<file path="config.mk">
export PLATFORM = sky130hd
export DESIGN_NAME = card_t0_rx
export DESIGN_NICKNAME = d
export VERILOG_FILES = /design/src/rtl/card_t0_rx_pkg.sv /design/src/rtl/card_rx_poll.sv /design/src/rtl/card_rx_bit_timer.sv /design/src/rtl/card_rx_conv.sv /design/src/rtl/card_t0_rx.sv
export SDC_FILE = /design/constraint.sdc
export NUM_CORES = 1
export LEC_CHECK = 0
export BUFFER_PORTS_ARGS = -buffer_cell sky130_fd_sc_hd__buf_2
export CORE_AREA = 4 4 50 97
export DETAILED_ROUTE_END_ITERATION = 10
export DIE_AREA = 0 0 54 101
export HOLD_SLACK_MARGIN = 0.06
export PLACE_DENSITY = 0.84
export SYNTH_ARGS = -nofsm -noshare
export SYNTH_HDL_FRONTEND = slang
export SYNTH_SLANG_ARGS = --single-unit
</file>
<file path="constraint.sdc">
create_clock -name clk -period 2 [get_ports clk]
set_input_delay 0.3 -clock clk [delete_from_list [all_inputs] [get_ports clk]]
set_output_delay 0.3 -clock clk [all_outputs]
set_load 0.005 [all_outputs]
</file>
<file path="src/rtl/card_t0_rx_pkg.sv">
// Shared types for the smart card character receiver.
package card_t0_rx_pkg;
    // Coding convention of the card, settled by the initial character
    typedef enum logic [1:0] {
        CONV_UNKNOWN = 2'd0,
        CONV_DIRECT  = 2'd1,
        CONV_INVERSE = 2'd2
    } conv_t;

    // Receiver sequencing
    typedef enum logic [1:0] {
        ST_IDLE = 2'd0,
        ST_RECV = 2'd1,
        ST_HOLD = 2'd2
    } rx_state_t;

    // Initial-character values after decoding
    localparam logic [7:0] TS_DIRECT  = 8'h3B;
    localparam logic [7:0] TS_INVERSE = 8'h3F;
endpackage

</file>
<file path="src/rtl/card_rx_poll.sv">
// Free-running poll divider: a tick once every POLL_DIV clocks.
// Assumes POLL_DIV >= 2.
module card_rx_poll #(
    parameter int POLL_DIV = 31
) (
    input  logic clk,
    input  logic rst_n,
    output logic tick
);
    localparam int CW = $clog2(POLL_DIV);
    localparam logic [CW-1:0] LAST = CW'(POLL_DIV - 1);

    logic [CW-1:0] cnt;

    // Count modulo POLL_DIV
    always_ff @(posedge clk) begin
        if (!rst_n || cnt == LAST) cnt <= '0;
        else                       cnt <= cnt + 1'b1;
    end

    assign tick = (cnt == LAST);
endmodule

</file>
<file path="src/rtl/card_rx_bit_timer.sv">
// Bit-period timer. While run is high it counts clocks within a bit period
// and counts bit slots. mid flags the half-period point of the current slot.
// Slot 0 is the start bit. Assumes ETU_CYCLES >= 4.
module card_rx_bit_timer #(
    parameter int ETU_CYCLES = 372
) (
    input  logic       clk,
    input  logic       rst_n,
    input  logic       run,
    output logic       mid,
    output logic [3:0] slot
);
    localparam int PW = $clog2(ETU_CYCLES);
    localparam logic [PW-1:0] LAST = PW'(ETU_CYCLES - 1);
    localparam logic [PW-1:0] HALF = PW'(ETU_CYCLES / 2);

    logic [PW-1:0] phase;

    // Advance the phase and the slot count; clear both while stopped
    always_ff @(posedge clk) begin
        if (!rst_n || !run) begin
            phase <= '0;
            slot  <= '0;
        end else if (phase == LAST) begin
            phase <= '0;
            slot  <= slot + 1'b1;
        end else begin
            phase <= phase + 1'b1;
        end
    end

    assign mid = run && (phase == HALF);

    // the slot count only moves after a full period has passed
    slot_step_chk: assert property (@(posedge clk) disable iff (!rst_n)
        (run && $past(run) && slot != $past(slot)) |-> (phase == '0));
endmodule

</file>
<file path="src/rtl/card_rx_conv.sv">
// Convention decoder. It holds the locked convention and the sticky error
// flag, and it decodes the nine raw line levels (8 data, then parity, oldest
// in bit 0) into a direct-convention byte, a parity verdict and, while the
// convention is unknown, the result of the initial-character check.
module card_rx_conv
    import card_t0_rx_pkg::*;
(
    input  logic       clk,
    input  logic       rst_n,
    input  logic [8:0] raw,
    input  logic       decide,
    output logic [7:0] byte_out,
    output logic       par_bad,
    output logic       ts_bad,
    output logic       known,
    output logic       conv_err
);
    conv_t       conv;
    conv_t       use_conv;
    logic [7:0]  dir_b, inv_b;
    logic        ones_odd;

    // Inverse form: complement the levels and reverse the bit order
    for (genvar i = 0; i < 8; i++) begin : g_rev
        assign inv_b[7-i] = ~raw[i];
    end
    assign dir_b    = raw[7:0];
    assign ones_odd = ^raw;

    // Choose the convention: the locked one, or the one the pattern implies
    always_comb begin
        use_conv = conv;
        ts_bad   = 1'b0;
        if (conv == CONV_UNKNOWN) begin
            if (dir_b == TS_DIRECT)       use_conv = CONV_DIRECT;
            else if (inv_b == TS_INVERSE) use_conv = CONV_INVERSE;
            else                          ts_bad   = 1'b1;
        end
        byte_out = (use_conv == CONV_INVERSE) ? inv_b : dir_b;
        par_bad  = !ts_bad && ((use_conv == CONV_INVERSE) ? !ones_odd : ones_odd);
    end

    // Lock the convention on a good initial character; latch a bad one
    always_ff @(posedge clk) begin
        if (!rst_n) begin
            conv     <= CONV_UNKNOWN;
            conv_err <= 1'b0;
        end else if (decide && conv == CONV_UNKNOWN) begin
            if (ts_bad)        conv_err <= 1'b1;
            else if (!par_bad) conv     <= use_conv;
        end
    end

    assign known = (conv != CONV_UNKNOWN);

    // once locked, the convention never changes before reset
    conv_lock_chk: assert property (@(posedge clk) disable iff (!rst_n)
        $past(conv != CONV_UNKNOWN) |-> $stable(conv));
    // the error flag never clears without reset
    conv_err_sticky_chk: assert property (@(posedge clk) disable iff (!rst_n)
        $past(conv_err) |-> conv_err);
endmodule

</file>
<file path="src/rtl/card_t0_rx.sv">
// Smart card T=0 character receiver. It detects a start bit by polling,
// samples each bit at mid-period, converts the byte to direct convention,
// checks even parity and raises a repeat request on the line when the check
// fails. Assumes io_in is already synchronous to clk.
module card_t0_rx
    import card_t0_rx_pkg::*;
#(
    parameter int ETU_CYCLES = 372,
    parameter int POLL_DIV   = 31
) (
    input  logic       clk,
    input  logic       rst_n,
    input  logic       io_in,
    output logic       io_pull_low,
    output logic [7:0] rx_data,
    output logic       rx_valid,
    output logic       rx_perr,
    output logic       conv_err
);
    localparam logic [3:0] SLOT_PAR  = 4'd9;
    localparam logic [3:0] SLOT_DONE = 4'd10;
    localparam logic [3:0] SLOT_END  = 4'd11;

    rx_state_t  state;
    logic       tick, mid, busy;
    logic [3:0] slot;
    logic [8:0] raw;
    logic [7:0] dec_byte;
    logic       par_bad, ts_bad, known, decide;

    assign busy   = (state != ST_IDLE);
    assign decide = (state == ST_RECV) && mid && (slot == SLOT_DONE);

    card_rx_poll #(.POLL_DIV(POLL_DIV)) u_poll (
        .clk(clk), .rst_n(rst_n), .tick(tick)
    );

    card_rx_bit_timer #(.ETU_CYCLES(ETU_CYCLES)) u_timer (
        .clk(clk), .rst_n(rst_n), .run(busy), .mid(mid), .slot(slot)
    );

    card_rx_conv u_conv (
        .clk(clk), .rst_n(rst_n), .raw(raw), .decide(decide),
        .byte_out(dec_byte), .par_bad(par_bad), .ts_bad(ts_bad),
        .known(known), .conv_err(conv_err)
    );

    // Shift in the line level at each data and parity mid-point
    always_ff @(posedge clk) begin
        if (!rst_n)                                          raw <= '1;
        else if (state == ST_RECV && mid && slot != 4'd0 && slot <= SLOT_PAR)
                                                             raw <= {io_in, raw[8:1]};
    end

    // Sequencing: start detect, glitch reject, deliver, repeat request
    always_ff @(posedge clk) begin
        if (!rst_n) begin
            state       <= ST_IDLE;
            io_pull_low <= 1'b0;
            rx_valid    <= 1'b0;
            rx_perr     <= 1'b0;
            rx_data     <= '0;
        end else begin
            rx_valid <= 1'b0;
            rx_perr  <= 1'b0;
            unique case (state)
                ST_IDLE: if (tick && !io_in) state <= ST_RECV;
                ST_RECV: begin
                    if (mid && slot == 4'd0 && io_in) begin
                        state <= ST_IDLE;
                    end else if (decide) begin
                        if (ts_bad) begin
                            state <= ST_IDLE;
                        end else if (par_bad) begin
                            rx_perr     <= 1'b1;
                            io_pull_low <= 1'b1;
                            state       <= ST_HOLD;
                        end else begin
                            rx_valid <= 1'b1;
                            rx_data  <= dec_byte;
                            state    <= ST_IDLE;
                        end
                    end
                end
                ST_HOLD: if (mid && slot == SLOT_END) begin
                    io_pull_low <= 1'b0;
                    state       <= ST_IDLE;
                end
                default: state <= ST_IDLE;
            endcase
        end
    end


    start_on_poll_chk: assert property (@(posedge clk) disable iff (!rst_n)
        $rose(busy) |-> $past(tick && !io_in));

    valid_needs_conv_chk: assert property (@(posedge clk) disable iff (!rst_n)
        rx_valid |-> known);

    valid_pulse_chk: assert property (@(posedge clk) disable iff (!rst_n)
        rx_valid |=> !rx_valid);

    pull_with_perr_chk: assert property (@(posedge clk) disable iff (!rst_n)
        $rose(io_pull_low) |-> (rx_perr && !rx_valid));

    no_valid_while_pull_chk: assert property (@(posedge clk) disable iff (!rst_n)
        io_pull_low |-> !rx_valid);
endmodule

</file>
==> summary.md, run 1 <==
| Metric | Value |
|---|---|
| Worst Path Arrival | 2.16 ns |
| Global-route wire length before repair | 7540 um |
| Post-synth EDFFs | 0 |
| Synth warnings | 0 |
| Post-Syn Area per Cell | 9.34 um^2 |
| Residual DRC count | 0 |
| CTS Buf Count | 5 |
| Setup_tns | 0 ns |
| Count of cell types in the netlist | 42 |
| Synthesized net count | 244 |
| Post-DRT Antenna Nets | 0 |
| Core Region | 0.00409 mm^2 |
| Post-synthesis register bit count | 43 |
| Fin crit share | 96.9% |
| CP delay by family, top | simple AND/OR/NAND/NOR gates |
| Util after Layout | 64.7% |
| Internal power | 1.37 mW |
| Leakage | 1.20 nW |
| Clock share of power | 47.5% |
| Seq/Total Area, Yosys | 40.8% |
| Vias/cell | 5.44 |
| Pwr Total | 1.70 mW |
| Reg-to-reg startpoint | raw[2] |
| Top_reg_cell synth | dfxtp_1 |
| Die Y | 101 um |
| Placed Area | 0.00239 mm^2 |
| Initial antenna violation count | 0 |
| Num ports | 15 |
| Sink Count | 43 |
| RSZ-0062 raised after global routing | true |
| Worst-path clk slew | 0.09 ns |
| Mapped Cells | 226 |
| DIE AREA | 0.00545 mm^2 |
| Post-route cell area | 0.00265 mm^2 |
| Clk_lat worst skew | 0.30 ns |
| Worst Clk Skew | 0.00988 ns |
| Maximum net fanout on the critical path | 8 |
| Final Max Tran Viols | 0 |
| Initial Utilization | 51.6% |
| Filler cell count | 329 |
| CTS root buf | clkbuf_8 |
| Crit-path slowest cell | or4b_4 |
| Post-synth top cells | dfxtp_1, nand2_1, nor2_1 |
| P&R area growth vs syn | 25.4% |
| GRT Resource Usage Total | 18.8% |
| Cell area after synthesis | 0.00211 mm^2 |
| Routed WL per cell | 14.3 um |
| CP required | 2.23 ns |
| Crit path buffers/inverters | 2 |
| Reg power frac | 50.9% |
| HP Class | input pin to register |
| Total routed wirelength | 4530 um |
| DRT Pass-1 Iters | 4 |
| Max clock buf depth | 2 |
| Worst slew margin | 70.5% |
| Type of the worst setup path | register to register |
| Largest stage delay on the critical path | 0.47 ns |
| Tmin final | 1.94 ns |
| Run status | complete, no violations |
| Max-cap violations | 0 |
| Net Sw Frac | 19.4% |
| Placed Instances | 307 |
| Combinational share of power | 1.6% |
| Net switching power | 0.330 mW |
| Critical-path cell list | inv_2 -> buf_4 -> ha_1 -> nand4_1 -> or4b_4 -> nor2b_4 -> and2_4 -> o21ai_0 |
| Reg2reg path depth | 8 |
| Fin. Hold Viols | 0 |
| PwrDens | 642 mW/mm^2 |
| 1st-iter DRT viols | 29 |
| Top cell type's share of synthesized area | 40.8% |
| Hold endpoint | raw[8] |
| Crit. End Element | register |
| # diodes | 0 |
| Total number of vias | 1729 |
| FFs w/ async S/R, synth | 0% |
| Largest net degree at the start of global routing | 35 |
| Dpl hpwl | 3160 um |
| GRT overflow | 0 |
| Finished Layout Cells | 318 |
| Htree depth | 2 |
| Die X-Extent | 54 um |
| Maximum VDD drop | 0.806 mV |
| Placer Congestion | 0.811 |
| Setup violators final | 0 |
| Final net count | 283 |
| CTS tree | yes |
| Vias in the first global route | 1737 |
| Startpoint type of the worst setup path | register |
| Area contributors post-synth | dfxtp_1, ha_1, mux2i_1 |
| Floorplan row count | 33 |
| Share of layout cells above drive strength 1 | 29.3% |
| Hold path cells | 3 |
| R2R setup slack | 0.06 ns |
| Yosys top cell by area | dfxtp_1 |
| R2R Path End | rx_data[3] |
| Port bufs | 14 |
| Tightest Pin Transition | 0.438 ns |
| Leading cell type by number of instances after synthesis | dfxtp_1 |
| Min-delay src | io_in |
| Fmax | 516 MHz |
==> tightest hold or removal path, cell delays in order <==
cell,delay (ns)
buf_2,0.11
mux2i_1,0.07
nand2_1,0.07
==> repair_timing <==
action | 4_1_cts | 5_1_grt
endpoints found under the setup margin | 11 | 12
hold buffers | 0 | 0
buffers inserted | 0 | 3
gates resized for setup | 10 | 11
pin swaps | 2 | 1
==> placed cells by master, fill, tap and decap left out, drive strengths merged, types with 6 or more instances in the layout <==
cell type	n
nand2	24
buf	41
o21ai	8
o211ai	8
xor2	10
nor2	22
xnor2	6
nand4	11
inv	12
ha	15
dfxtp	43
mux2i	12
==> metal layers <==
layer | up-vias | wire [um] | GRT usage [%]
met5 | - | 0 | 0
met4 | 0 | 223 | 13.4
met3 | 14 | 116 | 4.15
met2 | 33 | 2530 | 33.3
met1 | 821 | 1670 | 17.8
li1 | 861 | - | -
==> final cells by class <==
type	count	area [um^2]	area share, %
clock buffers	5	68.8	2.60
clock inverters	3	67.6	2.55
inverters	12	45.0	1.70
multi-input cells	162	1260	47.5
flip-flops and latches	43	871	32.9
well taps	52	65.1	2.46
repair buffers	41	273	10.3
==> worst max-delay path by stage <==
stage,start,end,slack [ns],cells past startpoint
after floorplan,raw[2],rx_data[0],0.002,9
after global placement,u_timer.phase[0],rx_data[1],0.03,7
after detailed placement,u_timer.phase[0],rx_data[0],-0.05,7
after CTS,raw[2],rx_data[0],0.004,8
after global routing,u_timer.phase[0],rx_data[0],-0.03,7
final,raw[2],rx_data[3],0.06,8
==> power by group through the flow <==
| stage | Clock [mW] | Combinational (mW) | Sequential (mW) |
|---|---|---|---|
| finish | 0.806 | 0.0272 | 0.865 |
| global route | 0.853 | 0.0324 | 0.866 |
| global placement | 0 | 0.0262 | 0.885 |
| detailed placement | 0 | 0.0277 | 0.886 |
| CTS | 0.822 | 0.0274 | 0.865 |
| floorplan | 0 | 0.0204 | 0.884 |
==> sequential cells by signal (all words and copies together) (netlist names) <==
name / flops
u_timer.slot: 4
state: 2
rx_valid: 1
raw: 9
u_poll.cnt: 5
io_pull_low: 1
rx_perr: 1
rx_data: 8
u_conv.conv: 2
u_conv.conv_err: 1
u_timer.phase: 9
==> per-stage QoR <==
stage | setup slack (ns) | hold slack, ns
floorplan | 0.00207 | 0.425
global placement | 0.0263 | 0.438
detailed placement | -0.0498 | 0.441
CTS | 0.00362 | 0.272
global route | -0.0301 | 0.317
finish | 0.0612 | 0.277
==> cells by family (layout without fill, tap and decap cells) <==
group	count (synthesis)	after routing	share of synthesized area, %
AO/OA/AOI/OAI	26	26	7.94
buffers and inverters	21	61	4.74
multiplexers	12	12	5.69
AND/OR/NAND/NOR	92	92	23.9
adder cells (fa/ha/maj)	15	15	8.89
flip-flops	43	43	40.8
XOR/XNOR	17	17	8.06
No activity file was read; power rests on OpenSTA's default activity.
==> inputs of run 2 (changes only) <==
- ABC_AREA: not set -> 1
- CORE_AREA: 4 4 50 97 -> 4 4 52 100
- DIE_AREA: 0 0 54 101 -> 0 0 56 104
- PLACE_DENSITY: 0.84 -> 0.85
==> run 2 against run 1 <==
Worst hold slack improved by 0.068 ns; total power fell by 3.7%; sequential cell count is the same; sequential power rose by 0.7%.
==> summary.md, run 2 <==
| Metric | Value |
|---|---|
| P&R area growth vs syn | 13.7% (was 25.4%) |
| DRT Pass-1 Iters | 4 (unchanged) |
| Setup violators final | 0 (unchanged) |
| Fmax | 521 MHz (was 516 MHz) |
| Floorplan row count | 34 (was 33) |
| Worst Clk Skew | 0.00822 ns (was 0.00988 ns) |
| Mapped Cells | 319 (was 226) |
| Max-cap violations | 0 (unchanged) |
| GRT Resource Usage Total | 15.5% (was 18.8%) |
| Critical-path cell list | inv_1 -> ha_1 -> xnor2_1 -> nand3_2 -> nand2_2 -> nand2_2 -> nand2_4 -> nand3_4 -> o21ai_2 -> nor2_2 (was inv_2 -> buf_4 -> ha_1 -> nand4_1 -> or4b_4 -> nor2b_4 -> and2_4 -> o21ai_0) |
| R2R setup slack | 0.08 ns (was 0.06 ns) |
| Share of layout cells above drive strength 1 | 19.8% (was 29.3%) |
| Post-synthesis register bit count | 43 (unchanged) |
| HP Class | input pin to register (unchanged) |
| Crit. End Element | register (unchanged) |
| Top_reg_cell synth | dfxtp_1 (unchanged) |
| Fin. Hold Viols | 0 (unchanged) |
| Crit path buffers/inverters | 1 (was 2) |
| Post-synth top cells | nand2_1, inv_1, dfxtp_1 (was dfxtp_1, nand2_1, nor2_1) |
| Dpl hpwl | 3250 um (was 3160 um) |
| Count of cell types in the netlist | 28 (was 42) |
| Post-synth EDFFs | 0 (unchanged) |
| Filler cell count | 382 (was 329) |
| Max clock buf depth | 2 (unchanged) |
| Initial Utilization | 52.3% (was 51.6%) |
| FFs w/ async S/R, synth | 0% (unchanged) |
| Synth warnings | 0 (unchanged) |
| Top cell type's share of synthesized area | 37.2% (was 40.8%) |
| Yosys top cell by area | dfxtp_1 (unchanged) |
| CTS root buf | clkbuf_8 (unchanged) |
| PwrDens | 621 mW/mm^2 (was 642 mW/mm^2) |
| Hold path cells | 3 (unchanged) |
| Final net count | 360 (was 283) |
| Worst Path Arrival | 2.12 ns (was 2.16 ns) |
| Type of the worst setup path | register to register (unchanged) |
| Fin crit share | 95.9% (was 96.9%) |
| CTS Buf Count | 5 (unchanged) |
| Crit-path slowest cell | dfxtp_1 (was or4b_4) |
| Final Max Tran Viols | 0 (unchanged) |
| Run status | complete, no violations (unchanged) |
| Cell area after synthesis | 0.00232 mm^2 (was 0.00211 mm^2) |
| Maximum VDD drop | 0.565 mV (was 0.806 mV) |
| Global-route wire length before repair | 7510 um (was 7540 um) |
| Residual DRC count | 0 (unchanged) |
| GRT overflow | 0 (unchanged) |
| Core Region | 0.00442 mm^2 (was 0.00409 mm^2) |
| Sink Count | 43 (unchanged) |
| Area contributors post-synth | dfxtp_1, nand2_1, inv_1 (was dfxtp_1, ha_1, mux2i_1) |
| Largest registers | raw x9, u_timer.phase x9, rx_data x8 (unchanged) |
| Worst hold margin | 0.346 ns (was 0.277 ns) |
| CP delay by family, top | simple AND/OR/NAND/NOR gates (unchanged) |
| Num ports | 15 (unchanged) |
| Clk_lat worst skew | 0.29 ns (was 0.30 ns) |
| # diodes | 0 (unchanged) |
| Leading cell type by number of instances after synthesis | nand2_1 (was dfxtp_1) |
| Critical path depth | 10 (was 8) |
| Tightest Pin Transition | 0.467 ns (was 0.438 ns) |
| Leakage | 1.25 nW (was 1.20 nW) |
| Post-Syn Area per Cell | 7.26 um^2 (was 9.34 um^2) |
| Startpoint type of the worst setup path | register (unchanged) |
| Commonest non-fill, non-tap cell in the layout | inv_1 (was dfxtp_1) |
| Worst slew margin | 68.8% (was 70.5%) |
| Setup_tns | 0 ns (unchanged) |
| Die X-Extent | 56 um (was 54 um) |
| Seq/Total Area, Yosys | 37.2% (was 40.8%) |
| DIE AREA | 0.00582 mm^2 (was 0.00545 mm^2) |
| Routed WL per cell | 11.8 um (was 14.3 um) |
| 1st-iter DRT viols | 75 (was 29) |
| Largest net degree at the start of global routing | 20 (was 35) |
| Worst-path clk slew | 0.08 ns (was 0.09 ns) |
| Largest stage delay on the critical path | 0.34 ns (was 0.47 ns) |
| Total routed wirelength | 4670 um (was 4530 um) |
| Vias/cell | 5.13 (was 5.44) |
| Die Y | 104 um (was 101 um) |
| Vias in the first global route | 1950 (was 1737) |
| CP required | 2.20 ns (was 2.23 ns) |
| Port bufs | 14 (unchanged) |
| Htree depth | 2 (unchanged) |
| Reg2reg path depth | 10 (was 8) |
| Synthesized net count | 337 (was 244) |
| Initial antenna violation count | 0 (unchanged) |
| Util after Layout | 59.5% (was 64.7%) |
| Maximum net fanout on the critical path | 8 (unchanged) |
| Post-DRT Antenna Nets | 0 (unchanged) |
| Placer Congestion | 0.822 (was 0.811) |
| Most frequent cells in the layout | inv_1, nand2_1, dfxtp_1 (was dfxtp_1, buf_4, nand2_1) |
| CP dominant cell by count | nand2_2 |
| Tmin final | 1.92 ns (was 1.94 ns) |
| Total number of vias | 2036 (was 1729) |
| CTS tree | yes (unchanged) |
run 2: changes by cell type after synthesis, moves of 8 or more:
cell,change
inv_1,+51
nand2_1,+40
mux2i_1,-12
nand3_1,+11
nor2_2,+11
a21oi_1,+9
o21ai_2,+8
xor2_1,-8
run 2: cell type report:
type                            instances  area (um^2)  share of cell area, %
Tap cell                               54         67.6                   2.57
Clock buffer                            6         82.6                   3.14
Clock inverter                          2         35.0                   1.33
Timing Repair Buffer                   19          108                   4.09
Sequential cell                        43          863                   32.8
Inverter                               68          255                   9.69
Multi-Input combinational cell        205         1220                   46.4
run 2: cell families after synthesis:
logic type	after synthesis	synth area share, %
AO/OA/AOI/OAI	46	12.9
XOR/XNOR	6	2.27
adder cells (fa/ha/maj)	15	8.10
buffers and inverters	73	12.3
flip-flops	43	37.2
AND/OR/NAND/NOR	136	27.3
run 2: final timing paths:
path | startpoint | endpoint
worst min-delay path | io_in | raw[8]
worst max register to register | raw[7] | rx_data[6]
worst max-delay path | raw[7] | rx_data[6]
worst min register to register | io_pull_low | io_pull_low
run 2: timing repair:
| action | CTS | global route |
|---|---|---|
| endpoints found under the setup margin | 0 | 9 |
| setup buffers | 0 | 1 |
| resized for setup | 0 | 8 |
| hold endpoints to repair | 0 | 0 |
| hold buffers | 0 | 0 |
run 2: worst register-to-register path, stage by stage, from the launching register on:
cell and delay (ns):
dfxtp_1 0.34, inv_1 0.09, ha_1 0.30, xnor2_1 0.29, nand3_2 0.15, nand2_2 0.09, nand2_2 0.07, nand2_4 0.12
nand3_4 0.15, o21ai_2 0.20, nor2_2 0.04
run 2: through the flow:
stage / cells / instance area (um^2) / total power [mW] / setup WS (ns)
after global routing: 397 / 2630 / 1.69 / -0.0600
final: 397 / 2630 / 1.64 / 0.0811
after floorplan: 319 / 2320 / 0.938 / 0.229
after detailed placement: 386 / 2450 / 0.954 / 0.0535
after global placement: 386 / 2450 / 0.951 / 0.117
after CTS: 394 / 2570 / 1.65 / 0.0384
run 2: per-layer routing:
metal	track usage (%)	share of wire, %
met4	10.5	4.4
met1	13.7	35
met3	3.11	3.7
met2	29.7	57
met5	0	0
run 2: power by group:
part / internal [mW] / switching (mW)
clock network: 0.404 / 0.296
registers: 0.864 / 0.00726
logic: 0.0206 / 0.0434
total: 1.29 / 0.347
==> inputs of run 3 (changes only) <==
- GPL_TIMING_DRIVEN: not set -> 0
- REMOVE_ABC_BUFFERS: not set -> 1
==> run 3 against run 2 <==
Global-route usage rose by 0.76 points; critical path type unchanged; total power fell by 0.68%; largest power group unchanged; register-to-register slack barely moved; routed wire length rose by 1.0%; critical path depth rose by 2; setup slack got worse by 0.0023 ns; critical endpoint is now rx_data[0].
==> summary.md, run 3 (same netlist as run 2, synthesis figures left out) <==
| Metric | Value |
|---|---|
| DP Worst Slack | 0.0340 ns (was 0.0535 ns) |
| CTS Buf Count | 5 (unchanged) |
| Worst slew margin | 68.8% (about the same) |
| Post-DRT Antenna Nets | 0 (unchanged) |
| Post-Route M1 WL | 1680 um (was 1640 um) |
| Port bufs | 14 (unchanged) |
| Startpoint type of the worst setup path | register (unchanged) |
| Fin crit share | 96.1% (was 95.9%) |
| Crit. End Element | register (unchanged) |
| Most frequent cells in the layout | nand2_1, inv_1, dfxtp_1 (was inv_1, nand2_1, dfxtp_1) |
| Die X-Extent | 56 um (unchanged) |
| Crit-path slowest cell | dfxtp_1 (unchanged) |
| Leakage | 1.23 nW (was 1.25 nW) |
| Max clock buf depth | 2 (unchanged) |
| Fin worst setup slack | 0.0788 ns (was 0.0811 ns) |
| # diodes | 0 (unchanged) |
| Final net count | 356 (was 360) |
| GRT overflow | 0 (unchanged) |
| Vias/cell | 5.06 (was 5.13) |
| Vias in the first global route | 1939 (was 1950) |
| Worst Clk Skew | 0.00720 ns (was 0.00822 ns) |
| HP Class | input pin to register (unchanged) |
| DIE AREA | 0.00582 mm^2 (unchanged) |
| Met3 wire length | 150 um (was 175 um) |
| Residual DRC count | 0 (unchanged) |
| P&R area growth vs syn | 13.1% (was 13.7%) |
| Pwr Total | 1.62 mW (was 1.64 mW) |
| Critical-path cell list | inv_1 -> ha_1 -> inv_1 -> nand3_1 -> nand2_1 -> nand2_1 -> nand2_1 -> nand2_2 -> nand2_4 -> nand3_4 -> o21ai_2 -> nor2_2 (was inv_1 -> ha_1 -> xnor2_1 -> nand3_2 -> nand2_2 -> nand2_2 -> nand2_4 -> nand3_4 -> o21ai_2 -> nor2_2) |
| Initial antenna violation count | 0 (unchanged) |
| Maximum net fanout on the critical path | 8 (unchanged) |
| Worst Setup EP | rx_data[0] (was rx_data[6]) |
| 1st-iter DRT viols | 64 (was 75) |
| Hold path cells | 3 (unchanged) |
| Type of the worst setup path | register to register (unchanged) |
| Worst Path Arrival | 2.12 ns (about the same) |
| Crit path launch | raw[3] (was raw[7]) |
| Cts hold-fix bufs | 0 (unchanged) |
| Worst-path clk slew | 0.08 ns (about the same) |
| Top layer in use | met4 (unchanged) |
| Num ports | 15 (unchanged) |
| Dpl hpwl | 3220 um (was 3250 um) |
| Reg2reg path depth | 12 (was 10) |
| Clk_lat worst skew | 0.30 ns (was 0.29 ns) |
| DRT Pass-1 Iters | 5 (was 4) |
| Reg-to-reg startpoint | raw[3] (was raw[7]) |
| Placer Congestion | 0.806 (was 0.822) |
| CTS root buf | clkbuf_8 (unchanged) |
| Initial Utilization | 52.3% (unchanged) |
| Routed wl met2 | 2800 um (was 2660 um) |
| Maximum VDD drop | 0.597 mV (was 0.565 mV) |
| Setup_tns | 0 ns (unchanged) |
| R2R setup slack | 0.08 ns (about the same) |
| PwrDens | 620 mW/mm^2 (was 621 mW/mm^2) |
| R2R Path End | rx_data[0] (was rx_data[6]) |
| Largest net degree at the start of global routing | 21 (was 20) |
| Htree depth | 2 (unchanged) |
| Routed WL per cell | 12.0 um (was 11.8 um) |
| Floorplan row count | 34 (unchanged) |
| Setup violators final | 0 (unchanged) |
| Die Y | 104 um (unchanged) |
| CTS tree | yes (unchanged) |
| Fmax | 521 MHz (about the same) |
| Total number of vias | 1989 (was 2036) |
| Commonest non-fill, non-tap cell in the layout | nand2_1 (was inv_1) |
| Max-cap violations | 0 (unchanged) |
| Tmin final | 1.92 ns (about the same) |
| CP required | 2.20 ns (about the same) |
| Core Region | 0.00442 mm^2 (unchanged) |
| Sink Count | 43 (unchanged) |
| CP dominant cell by count | nand2_1 (was nand2_2) |
| Largest registers | raw x9, u_timer.phase x9, rx_data x8 (unchanged) |
| Tightest Pin Transition | 0.467 ns (about the same) |
| Share of layout cells above drive strength 1 | 19.5% (was 19.8%) |
| Run status | complete, no violations (unchanged) |
| Fin. Hold Viols | 0 (unchanged) |
| Global-route wire length before repair | 7840 um (was 7510 um) |
| Largest stage delay on the critical path | 0.37 ns (was 0.34 ns) |
| Total routed wirelength | 4720 um (was 4670 um) |
| GRT Resource Usage Total | 16.3% (was 15.5%) |
| Final Max Tran Viols | 0 (unchanged) |
[run 3: changes by cell type in the layout (fill, tap and decap cells not counted), moves of 2 or more]
cell / delta
nand2_2: -3
nand2_1: +3
inv_1: -2
buf_4: -4
inv_2: +2
[run 3: stage by stage]
| stage | instances | area, um^2 | hold slack (ns) | util [%] |
|---|---|---|---|---|
| 2_1_floorplan | 314 | 2290 | 0.399 | - |
| 3_3_place_gp | 382 | 2420 | 0.438 | 54.8 |
| 3_5_place_dp | 382 | 2420 | 0.446 | 54.8 |
| 4_1_cts | 390 | 2540 | 0.332 | 57.4 |
| 5_1_grt | 393 | 2620 | 0.339 | 59.2 |
| 6_report | 393 | 2620 | 0.334 | 59.2 |
[run 3: how the worst min path moves through the flow]
stage                      from                to  slack, ns
6_report                  io_in            raw[8]       0.33
5_1_grt                   io_in            raw[8]       0.34
4_1_cts                   io_in            raw[8]       0.33
3_5_place_dp        io_pull_low       io_pull_low       0.45
3_3_place_gp   u_timer.phase[0]  u_timer.phase[0]       0.44
2_1_floorplan             rst_n            raw[0]       0.40
[run 3: metal layers]
metal / up-vias / global-route usage (%)
li1: 1030 / -
met1: 920 / 14.7
met2: 31 / 32.1
met3: 8 / 4.22
met4: 0 / 7.13
met5: - / 0
[run 3: cell type report]
type / instances / area [um^2]
Clock buffer: 6 / 82.6
Clock inverter: 2 / 35.0
Inverter: 68 / 259
Fill cell: 412 / 1800
Sequential cell: 43 / 863
Timing Repair Buffer: 15 / 77.6
Multi-Input combinational cell: 205 / 1230
Tap cell: 54 / 67.6
[run 3: power breakdown]
| part | leakage (nW) | switching [mW] | internal, mW |
|---|---|---|---|
| Sequential | 0.346 | 0.00752 | 0.864 |
| Combinational | 0.821 | 0.0419 | 0.0195 |
| Clock | 0.0612 | 0.288 | 0.404 |
| Total | 1.23 | 0.337 | 1.29 |
[run 3: timing repair]
item	CTS	global route
setup endpoints to repair	0	11
buffers inserted	0	1
endpoints found under the hold margin	0	0
gates resized for setup	0	11
[run 3: critical path, delay by kind of cell (launching register included)]
| kind | cells | cell delay (ns) |
|---|---|---|
| buffers and inverters | 2 | 0.16 |
| adders and majority gates | 1 | 0.30 |
| and+or+nand+nor | 8 | 0.80 |
| AOI/OAI and AO/OA | 1 | 0.20 |
| DFF | 1 | 0.37 |
